<file path="config.mk">
export PLATFORM = sky130hd
export DESIGN_NAME = preset_commit_seq
export DESIGN_NICKNAME = d
export VERILOG_FILES = /design/src/rtl/pcs_pkg.sv /design/src/rtl/pcs_admit.sv /design/src/rtl/pcs_timer.sv /design/src/rtl/pcs_bank.sv /design/src/rtl/preset_commit_seq.sv
export SDC_FILE = /design/constraint.sdc
export NUM_CORES = 1
export LEC_CHECK = 0
export BUFFER_PORTS_ARGS = -buffer_cell sky130_fd_sc_hd__buf_2
export CORE_MARGIN = 2
export CORE_UTILIZATION = 30
export CTS_BUF_LIST = sky130_fd_sc_hd__clkbuf_8
export DETAILED_ROUTE_END_ITERATION = 8
export PLACE_DENSITY_LB_ADDON = 0.08
export SETUP_SLACK_MARGIN = 0.02
export SKIP_CTS_REPAIR_TIMING = 1
export SLEW_MARGIN = 10
export SYNTH_ARGS = -nofsm -noshare
export SYNTH_HDL_FRONTEND = slang
export SYNTH_HIERARCHICAL = 1
export SYNTH_SLANG_ARGS = --single-unit
</file>
<file path="constraint.sdc">
create_clock -name clk -period 2.8 [get_ports clk]
set_clock_uncertainty 0.2 [all_clocks]
set_input_delay 0.42 -clock clk [delete_from_list [all_inputs] [get_ports clk]]
set_output_delay 0.42 -clock clk [all_outputs]
set_load 0.005 [all_outputs]
</file>
<file path="src/rtl/pcs_pkg.sv">
package pcs_pkg;

    typedef enum logic [1:0] {
        KIND_WRITE    = 2'b00,
        KIND_COPY_ONE = 2'b01,
        KIND_COPY_ALL = 2'b10,
        KIND_NONE     = 2'b11
    } req_kind_e;

    localparam int STATUS_W = 8;

    function automatic logic kind_stores(input req_kind_e k);
        return k != KIND_NONE;
    endfunction

endpackage

</file>
<file path="src/rtl/pcs_admit.sv">
module pcs_admit
    import pcs_pkg::*;
(
    input  logic      clk,
    input  logic      rst,
    input  logic      cs_n_i,
    input  logic      frame_done_i,
    input  logic      store_en_i,
    input  req_kind_e kind_i,
    input  logic      busy_i,
    output logic      start_o,
    output logic      rejected_o
);
    logic cs_q;
    logic cs_rise;
    logic req;

    always_ff @(posedge clk) begin
        if (rst) cs_q <= 1'b1;
        else     cs_q <= cs_n_i;
    end

    assign cs_rise = cs_n_i & ~cs_q;
    assign req     = cs_rise & frame_done_i & kind_stores(kind_i) & store_en_i;
    assign start_o = req & ~busy_i;

    always_ff @(posedge clk) begin
        if (rst)               rejected_o <= 1'b0;
        else if (start_o)      rejected_o <= 1'b0;
        else if (req & busy_i) rejected_o <= 1'b1;
    end


    sticky_reject_chk: assert property (@(posedge clk) disable iff (rst)
        (rejected_o && !start_o) |=> rejected_o);

endmodule

</file>
<file path="src/rtl/pcs_timer.sv">
module pcs_timer #(
    parameter int TWR_CYCLES = 1000
) (
    input  logic clk,
    input  logic rst,
    input  logic start_i,
    output logic busy_o,
    output logic done_o
);
    localparam int CW = $clog2(TWR_CYCLES + 1);

    logic [CW-1:0] cnt;

    always_ff @(posedge clk) begin
        if (rst) begin
            busy_o <= 1'b0;
            cnt    <= '0;
        end else if (start_i) begin
            busy_o <= 1'b1;
            cnt    <= CW'(TWR_CYCLES - 1);
        end else if (busy_o) begin
            if (cnt == '0) busy_o <= 1'b0;
            else           cnt    <= cnt - 1'b1;
        end
    end

    assign done_o = busy_o && (cnt == '0);


    busy_hold_chk: assert property (@(posedge clk) disable iff (rst)
        (busy_o && !done_o) |=> busy_o);


    busy_end_chk: assert property (@(posedge clk) disable iff (rst)
        done_o |=> !busy_o);

endmodule

</file>
<file path="src/rtl/pcs_bank.sv">
module pcs_bank
    import pcs_pkg::*;
#(
    parameter int NPOT  = 4,
    parameter int NREG  = 4,
    parameter int WBITS = 6,
    localparam int PW = $clog2(NPOT),
    localparam int RW = $clog2(NREG)
) (
    input  logic                  clk,
    input  logic                  rst,
    input  logic                  start_i,
    input  req_kind_e             kind_i,
    input  logic [PW-1:0]         pot_i,
    input  logic [RW-1:0]         reg_i,
    input  logic [WBITS-1:0]      data_i,
    input  logic [NPOT*WBITS-1:0] wipers_i,
    input  logic                  commit_i,
    input  logic [PW-1:0]         rd_pot_i,
    input  logic [RW-1:0]         rd_reg_i,
    output logic [WBITS-1:0]      rd_data_o
);
    logic [WBITS-1:0]           mem    [NPOT][NREG];
    logic [WBITS-1:0]           pend_d [NPOT];
    logic [NPOT-1:0]            pend_m;
    logic [RW-1:0]              pend_reg;
    logic [NPOT*NREG*WBITS-1:0] mem_flat;

    always_ff @(posedge clk) begin
        if (rst)          pend_reg <= '0;
        else if (start_i) pend_reg <= reg_i;
    end

    for (genvar p = 0; p < NPOT; p++) begin : g_pot
        always_ff @(posedge clk) begin
            if (rst) begin
                pend_d[p] <= '0;
                pend_m[p] <= 1'b0;
            end else if (start_i) begin
                pend_m[p] <= (kind_i == KIND_COPY_ALL) || (pot_i == PW'(p));
                pend_d[p] <= (kind_i == KIND_WRITE) ? data_i
                                                    : wipers_i[p*WBITS +: WBITS];
            end
        end

        for (genvar r = 0; r < NREG; r++) begin : g_reg
            always_ff @(posedge clk) begin
                if (rst)
                    mem[p][r] <= '0;
                else if (commit_i && pend_m[p] && (pend_reg == RW'(r)))
                    mem[p][r] <= pend_d[p];
            end
            assign mem_flat[(p*NREG + r)*WBITS +: WBITS] = mem[p][r];
        end
    end

    assign rd_data_o = mem[rd_pot_i][rd_reg_i];


    store_quiet_chk: assert property (@(posedge clk) disable iff (rst)
        !commit_i |=> $stable(mem_flat));

endmodule

</file>
<file path="src/rtl/preset_commit_seq.sv">
module preset_commit_seq
    import pcs_pkg::*;
#(
    parameter int NPOT       = 4,
    parameter int NREG       = 4,
    parameter int WBITS      = 6,
    parameter int TWR_CYCLES = 1000,
    localparam int PW = $clog2(NPOT),
    localparam int RW = $clog2(NREG)
) (
    input  logic                  clk,
    input  logic                  rst,
    input  logic                  cs_n_i,
    input  logic                  frame_done_i,
    input  logic                  store_en_i,
    input  logic [1:0]            kind_i,
    input  logic [PW-1:0]         pot_i,
    input  logic [RW-1:0]         reg_i,
    input  logic [WBITS-1:0]      data_i,
    input  logic [NPOT*WBITS-1:0] wipers_i,
    input  logic [PW-1:0]         rd_pot_i,
    input  logic [RW-1:0]         rd_reg_i,
    output logic [WBITS-1:0]      rd_data_o,
    output logic                  busy_o,
    output logic [STATUS_W-1:0]   status_o,
    output logic                  rejected_o
);
    req_kind_e kind;
    logic      start;
    logic      done;

    assign kind = req_kind_e'(kind_i);

    pcs_admit u_admit (
        .clk         (clk),
        .rst         (rst),
        .cs_n_i      (cs_n_i),
        .frame_done_i(frame_done_i),
        .store_en_i  (store_en_i),
        .kind_i      (kind),
        .busy_i      (busy_o),
        .start_o     (start),
        .rejected_o  (rejected_o)
    );

    pcs_timer #(.TWR_CYCLES(TWR_CYCLES)) u_timer (
        .clk    (clk),
        .rst    (rst),
        .start_i(start),
        .busy_o (busy_o),
        .done_o (done)
    );

    pcs_bank #(.NPOT(NPOT), .NREG(NREG), .WBITS(WBITS)) u_bank (
        .clk      (clk),
        .rst      (rst),
        .start_i  (start),
        .kind_i   (kind),
        .pot_i    (pot_i),
        .reg_i    (reg_i),
        .data_i   (data_i),
        .wipers_i (wipers_i),
        .commit_i (done),
        .rd_pot_i (rd_pot_i),
        .rd_reg_i (rd_reg_i),
        .rd_data_o(rd_data_o)
    );

    assign status_o = {{(STATUS_W-1){1'b0}}, busy_o};


    open_sets_busy_chk: assert property (@(posedge clk) disable iff (rst)
        start |=> busy_o);


    protect_blocks_chk: assert property (@(posedge clk) disable iff (rst)
        !store_en_i |=> !$rose(busy_o));

endmodule

</file>
**Yosys cells after proc, flatten, opt, wreduce, memory -nomap -nowiden**

Memories as Yosys holds them, arrays and structs flattened.
Index checks and enable logic that the tools add are counted.

- Memory bits (writable): 120
- Register bits: 19
- Memories kept: 2
- Input port bits: 45
- Output and inout port bits: 16

Memories:

| memory | depth | width | rd ports | clocked after Yosys merged registers in | write ports | RTL line | RTL |
|---|---|---|---|---|---|---|---|
| u_bank.mem | 4 | 24 | 1 | 0 | 4 | pcs_bank.sv:23 | `logic [WBITS-1:0] mem [NPOT][NREG];` |
| u_bank.pend_d | 4 | 6 | 4 | 0 | 4 | pcs_bank.sv:24 | `logic [WBITS-1:0] pend_d [NPOT];` |

- Equal/unequal tests: 9
- Add/subtract/negate cells: 1
- Reduce and logical (&&, ||, !) cells: 33
- Muxes and demuxes: 86
- Bitwise logic cells: 30
- $lt $le $gt $ge: 1

Operators with widths:

| cell | number |
|---|---|
| 6-bit two-way mux | 26 |
| 1-bit two-way mux | 56 |
| 10-bit two-way mux | 3 |
| 1-bit logical AND | 21 |
| 1-bit bitwise OR | 20 |
| 6-bit binary-select mux with 2-bit select | 1 |
| 2-bit equality test (second input constant) | 5 |
| 10-bit zero test | 1 |
| 10-bit by 1-bit subtractor with 10-bit output (second input constant) | 1 |
| 1-bit AND | 6 |
| 2-bit zero test | 3 |
| 2-bit by 1-bit equality test with 1-bit output (second input constant) | 2 |
| 1-bit logical OR | 4 |
| 2-bit inequality test (second input constant) | 2 |
| 2-bit AND reduction | 2 |
| 3-bit >= comparator (second input constant) | 1 |
| 1-bit inverter | 3 |
| 2-bit inverter with 3-bit output | 1 |
| 2-bit nonzero test | 1 |
| 2-bit OR reduction | 1 |

**Depth between registers and ports, before layout**

- Depth in word-level cells: 10
- Mapped depth: 9
- Depth with buffers taken out: 8

**By module**

Netlist, hierarchy kept.

Modules (own cells, without submodules):

| module | instances | seq. area each (um2) | cells each | area an instance (um2) |
|---|---|---|---|---|
| pcs_bank | 1 | 3723.6 | 407 | 5760.5 |
| pcs_timer | 1 | 220.2 | 62 | 594.3 |
| pcs_admit | 1 | 40.0 | 9 | 93.8 |
| preset_commit_seq | 1 | 0.0 | 9 | 63.8 |

**Worst setup path after synthesis**

Ideal clock, no wire load.

- Path type: reg2reg
- Start point: register u_timer.cnt[7]
- End point: memory u_bank/mem[1][18] in the netlist's numbering (data pin)
- Path buffers: 1
- Stages on the path, launching flop included: 8
- Arrival time: 1.955 ns
- Slack: 0.514 ns
- Cell sequence: dfxtp_1 > nor4_4 > nand2b_1 > nor2_1 > or3b_2 > buf_2 > nor2_1 > and2_1

RTL lines:

| item | RTL line | RTL |
|---|---|---|
| from (decl) | pcs_timer.sv:12 | `logic [CW-1:0] cnt;` |
| from (signal assigned) | pcs_timer.sv:20 | `cnt <= CW'(TWR_CYCLES - 1);` |
| from (signal assigned) | pcs_timer.sv:23 | `else cnt <= cnt - 1'b1;` |
| to (decl) | pcs_bank.sv:23 |  |

==> impl_metrics.csv <==
group,metric,value,unit
finish,fin_util,36.0,%
timing,grt_setup_unrepaired,"true",
timing,slew_headroom,62.7,%
global_routing,number_of_antenna_violations_at_the_first_check_in_global_routing,1,
finish,fillCellCount,2070,
synth,postSynthRegisterBits,139,
timing,final.min_clock_period,2.55,ns
drt,remaining_drc_errors,0,
timing,report.final.slew_viol_count,0,
power_and_ir_drop,p_leak,2.82,nW
power_and_ir_drop,pwr-share-clk,39.8,%
finish,area_growth_syn_to_layout,17.1,%
critical_path,slowest_stage,"sky130_fd_sc_hd__or3b_2",
finish,max_ffs_per_register,96,
critical_path,worst-path-max-fanout,8,
floorplan,io_pins,61,
critical_path,total_buffers_and_inverters_traversed_by_the_critical_path,1,
clock_network,clkLatencyLatePin,0.43,ns
power_and_ir_drop,p_seq_share,53.9,%
synth,synth_area,0.00651,mm²
drt,avgViaCountPerCell,4.80,
timing,timing.final.ws_setup,0.247,ns
floorplan,fp-row-count,53,
power_and_ir_drop,ir_worst_vdd,0.000262,V
global_routing,global_route.usage.total,16.7,%
min_path,hp-class,"in2reg",
critical_path,max_stage_delay,0.62,ns
critical_path,type_of_element_launching_the_critical_path,"register",
placement,detailedPlacementHpwl,13100,µm
critical_path,path_delay_family,"simple AND/OR/NAND/NOR gates",
flow_run,drv.max_cap_violation_count,0,
synth,post_synth_num_cell_types,50,
clock_network,cts.path.max_buffers,2,
clock_network,cts_made_buffers,17,
critical_path,required,2.90,ns
floorplan,die-area,0.0229,mm²
clock_network,clkTransAtPathRegs,0.08,ns
synth,syn_inst,487,
power_and_ir_drop,swShare,22.6,%
placement,gpl.final_weighted_congestion,0.800,
power_and_ir_drop,power_density,578,mW/mm²
floorplan,core,0.0212,mm²
critical_path,crit_top_cell,"sky130_fd_sc_hd__nor2_1",
critical_path,worstPathCellList,"inv_1 > ha_1 > and3b_1 > nand2_1 > nor2_1 > or3b_2 > nor2_1 > and2_1",
finish,layout-drive-gt1-share,22.9,%
synth,yosys_warnings,6,
synth,synth_async_sr_flop_share,0,%
timing,finalSetupViolCount,0,
drt,antenna_violating_nets_post_route,0,
drt,detail_route.wl_per_cell,20.9,µm
timing,post-route-period-util,91.2,%
placement,port-buffer-count,53,
floorplan,fp.dieH,151,µm
finish,area_of_all_sequential_standard_cells,0.00398,mm²
clock_network,tritoncts,"built",
run_status,run_status,"completed",
timing,tightest_slew,0.558,ns
synth,synthFlopType,"sky130_fd_sc_hd__edfxtp_1",
global_routing,grt_pass1_wl,26500,µm
clock_network,root_buffer,"sky130_fd_sc_hd__clkbuf_8",
finish,largest_registers_in_the_final_layout,"u_bank/mem (96), u_bank/pend_d (24), u_timer/cnt (10)",
clock_network,ctsHtreeMaxLevel,4,
timing,hold_viol_final,0,
timing,timing.fmax,392,MHz
global_routing,maximum_number_of_pins_on_one_net_before_global_route_repair,35,
finish,area_of_combinational_cells_with_multiple_inputs,0.00235,mm²
critical_path,critPathCaptureType,"register",
power_and_ir_drop,combinationalPowerShare,6.3,%
clock_network,clock_sinks,139,
placement,placement.setup.worst_slack,0.263,ns
power_and_ir_drop,intPower,3.41,mW
critical_path,critical_path_arrival,2.65,ns
global_routing,grt_pass1_vias,4155,
critical_path,crit_type,"reg2reg",
synth,synth-seq-area-share,61.2,%
power_and_ir_drop,power_switching,0.997,mW
finish,final_net_count,609,
synth,synth-edff-count,120,
global_routing,gr-total-overflow,0,
drt,num_vias,4087,
drt,drt_wl_total,17800,µm
synth,post_synth.cell_area_avg,13.4,µm²
finish,register_with_the_most_flip_flops,"u_bank/mem",
drt,dr.pass1.iters,4,
floorplan,fp.dieW,151,µm
floorplan,initial_core_util,30.8,%
drt,detail_route.iter0.violations,237,
path summary, 6_finish.rpt:
kind / start / end / slack (ns) / cells past startpoint
min reg2reg: u_admit/rejected_o$_SDFFE_PP0P_ / u_admit/rejected_o$_SDFFE_PP0P_ / 0.28 / 2
max reg2reg: u_timer/cnt[0]$_SDFFE_PP0P_ / u_bank/mem[2][6]$_SDFFCE_PN0P_ / 0.25 / 8
max: u_timer/cnt[0]$_SDFFE_PP0P_ / u_bank/mem[2][6]$_SDFFCE_PN0P_ / 0.25 / 8
min: reg_i[0] / u_bank/pend_reg[0]$_SDFFE_PP0P_ / 0.03 / 3
Yosys cell counts, types with 2 or more instances:
master	instances	share of area (%)
sky130_fd_sc_hd__o21bai_1	16	1.8
sky130_fd_sc_hd__nor2_1	28	1.6
sky130_fd_sc_hd__mux4_1	12	4.8
sky130_fd_sc_hd__xnor2_1	4	0.54
sky130_fd_sc_hd__clkbuf_1	11	0.63
sky130_fd_sc_hd__a21oi_1	33	2.5
sky130_fd_sc_hd__nor2b_1	2	0.19
sky130_fd_sc_hd__and2_1	97	9.3
sky130_fd_sc_hd__a31oi_1	2	0.19
sky130_fd_sc_hd__nand2_1	44	2.5
sky130_fd_sc_hd__mux4_2	12	4.1
sky130_fd_sc_hd__dfxtp_1	19	5.8
sky130_fd_sc_hd__buf_4	9	1.0
sky130_fd_sc_hd__nand2b_1	12	1.2
sky130_fd_sc_hd__inv_1	6	0.35
sky130_fd_sc_hd__a211oi_1	6	0.69
sky130_fd_sc_hd__mux2i_1	3	0.46
sky130_fd_sc_hd__o31ai_1	2	0.23
sky130_fd_sc_hd__a22oi_1	12	1.4
sky130_fd_sc_hd__or2_2	5	0.48
sky130_fd_sc_hd__buf_6	4	0.69
sky130_fd_sc_hd__edfxtp_1	120	55
final cells by class:
| class | count | area share (%) |
|---|---|---|
| inverters | 6 | 0.295 |
| diodes | 1 | 0.0328 |
| clock buffers | 17 | 3.07 |
| flip-flops and latches | 139 | 52.3 |
| well taps | 275 | 4.51 |
| multi-input cells | 320 | 30.9 |
| repair buffers | 79 | 6.40 |
| clock inverters | 15 | 2.58 |
routing by layer:
layer	vias to the layer above	share of wire, %	wire length, µm	GRT usage, %
li1	1931	-	-	-
met1	2027	49	8700	24.3
met2	118	45	8060	24.9
met3	11	4.2	743	3.22
met4	0	1.9	337	5.61
met5	-	0	0	0
through the flow:
stage / hold WS (ns) / instance area (µm²) / TNS [ns] / instances / power, mW
after global placement: 0.259 / 7180 / 0 / 818 / 2.70
after global routing: 0.0223 / 7620 / -0.0675 / 852 / 4.59
final: 0.0259 / 7620 / 0 / 852 / 4.40
after floorplan: 0.264 / 6540 / 0 / 493 / 2.55
after detailed placement: 0.273 / 7180 / 0 / 818 / 2.70
after CTS: -0.0613 / 7610 / 0 / 850 / 4.47
power by group through the flow:
stage	registers, mW	clock network (mW)	logic, mW
2_1_floorplan	2.37	0	0.175
3_3_place_gp	2.42	0	0.277
3_5_place_dp	2.42	0	0.278
4_1_cts	2.38	1.81	0.280
5_1_grt	2.38	1.90	0.305
6_report	2.38	1.75	0.277
cell families (layout without fill, tap and decap cells):
logic type	after synthesis	after routing	share of synthesized area, %
compound gates	79	79	8.13
xor+xnor	4	4	0.538
fa+ha+maj	1	1	0.192
buf+inv	34	117	3.05
flops	139	139	61.2
mux	28	28	9.63
other cells	1	8	0.0576
simple gates	201	201	17.2
cell usage in the layout (no fill, tap or decap), types with 3 or more instances in the layout:
cell                         Yosys  routed
sky130_fd_sc_hd__bufinv_16       0       4
sky130_fd_sc_hd__clkbuf_8        0      17
sky130_fd_sc_hd__mux4_2         12      12
sky130_fd_sc_hd__buf_2           1      53
sky130_fd_sc_hd__inv_1           6       6
sky130_fd_sc_hd__o21bai_1       16      16
sky130_fd_sc_hd__xnor2_1         4       4
sky130_fd_sc_hd__a21oi_1        33      33
sky130_fd_sc_hd__buf_4           9      23
sky130_fd_sc_hd__mux4_1         12      12
sky130_fd_sc_hd__dfxtp_1        19      19
sky130_fd_sc_hd__mux2i_1         3       3
sky130_fd_sc_hd__nor2_1         28      28
sky130_fd_sc_hd__inv_6           0       3
sky130_fd_sc_hd__edfxtp_1      120     120
sky130_fd_sc_hd__nand2_1        44      44
sky130_fd_sc_hd__a22oi_1        12      12
sky130_fd_sc_hd__conb_1          1       7
sky130_fd_sc_hd__nand2b_1       12      12
sky130_fd_sc_hd__or2_2           5       5
sky130_fd_sc_hd__and2_1         97      97
sky130_fd_sc_hd__clkinvlp_4      0       5
sky130_fd_sc_hd__a211oi_1        6       6
worst min-delay path, stage by stage:
cell and delay (ns):
sky130_fd_sc_hd__buf_2 0.07, sky130_fd_sc_hd__mux2i_1 0.05, sky130_fd_sc_hd__nor2_1 0.07
No activity file was read; power rests on OpenSTA's default activity.
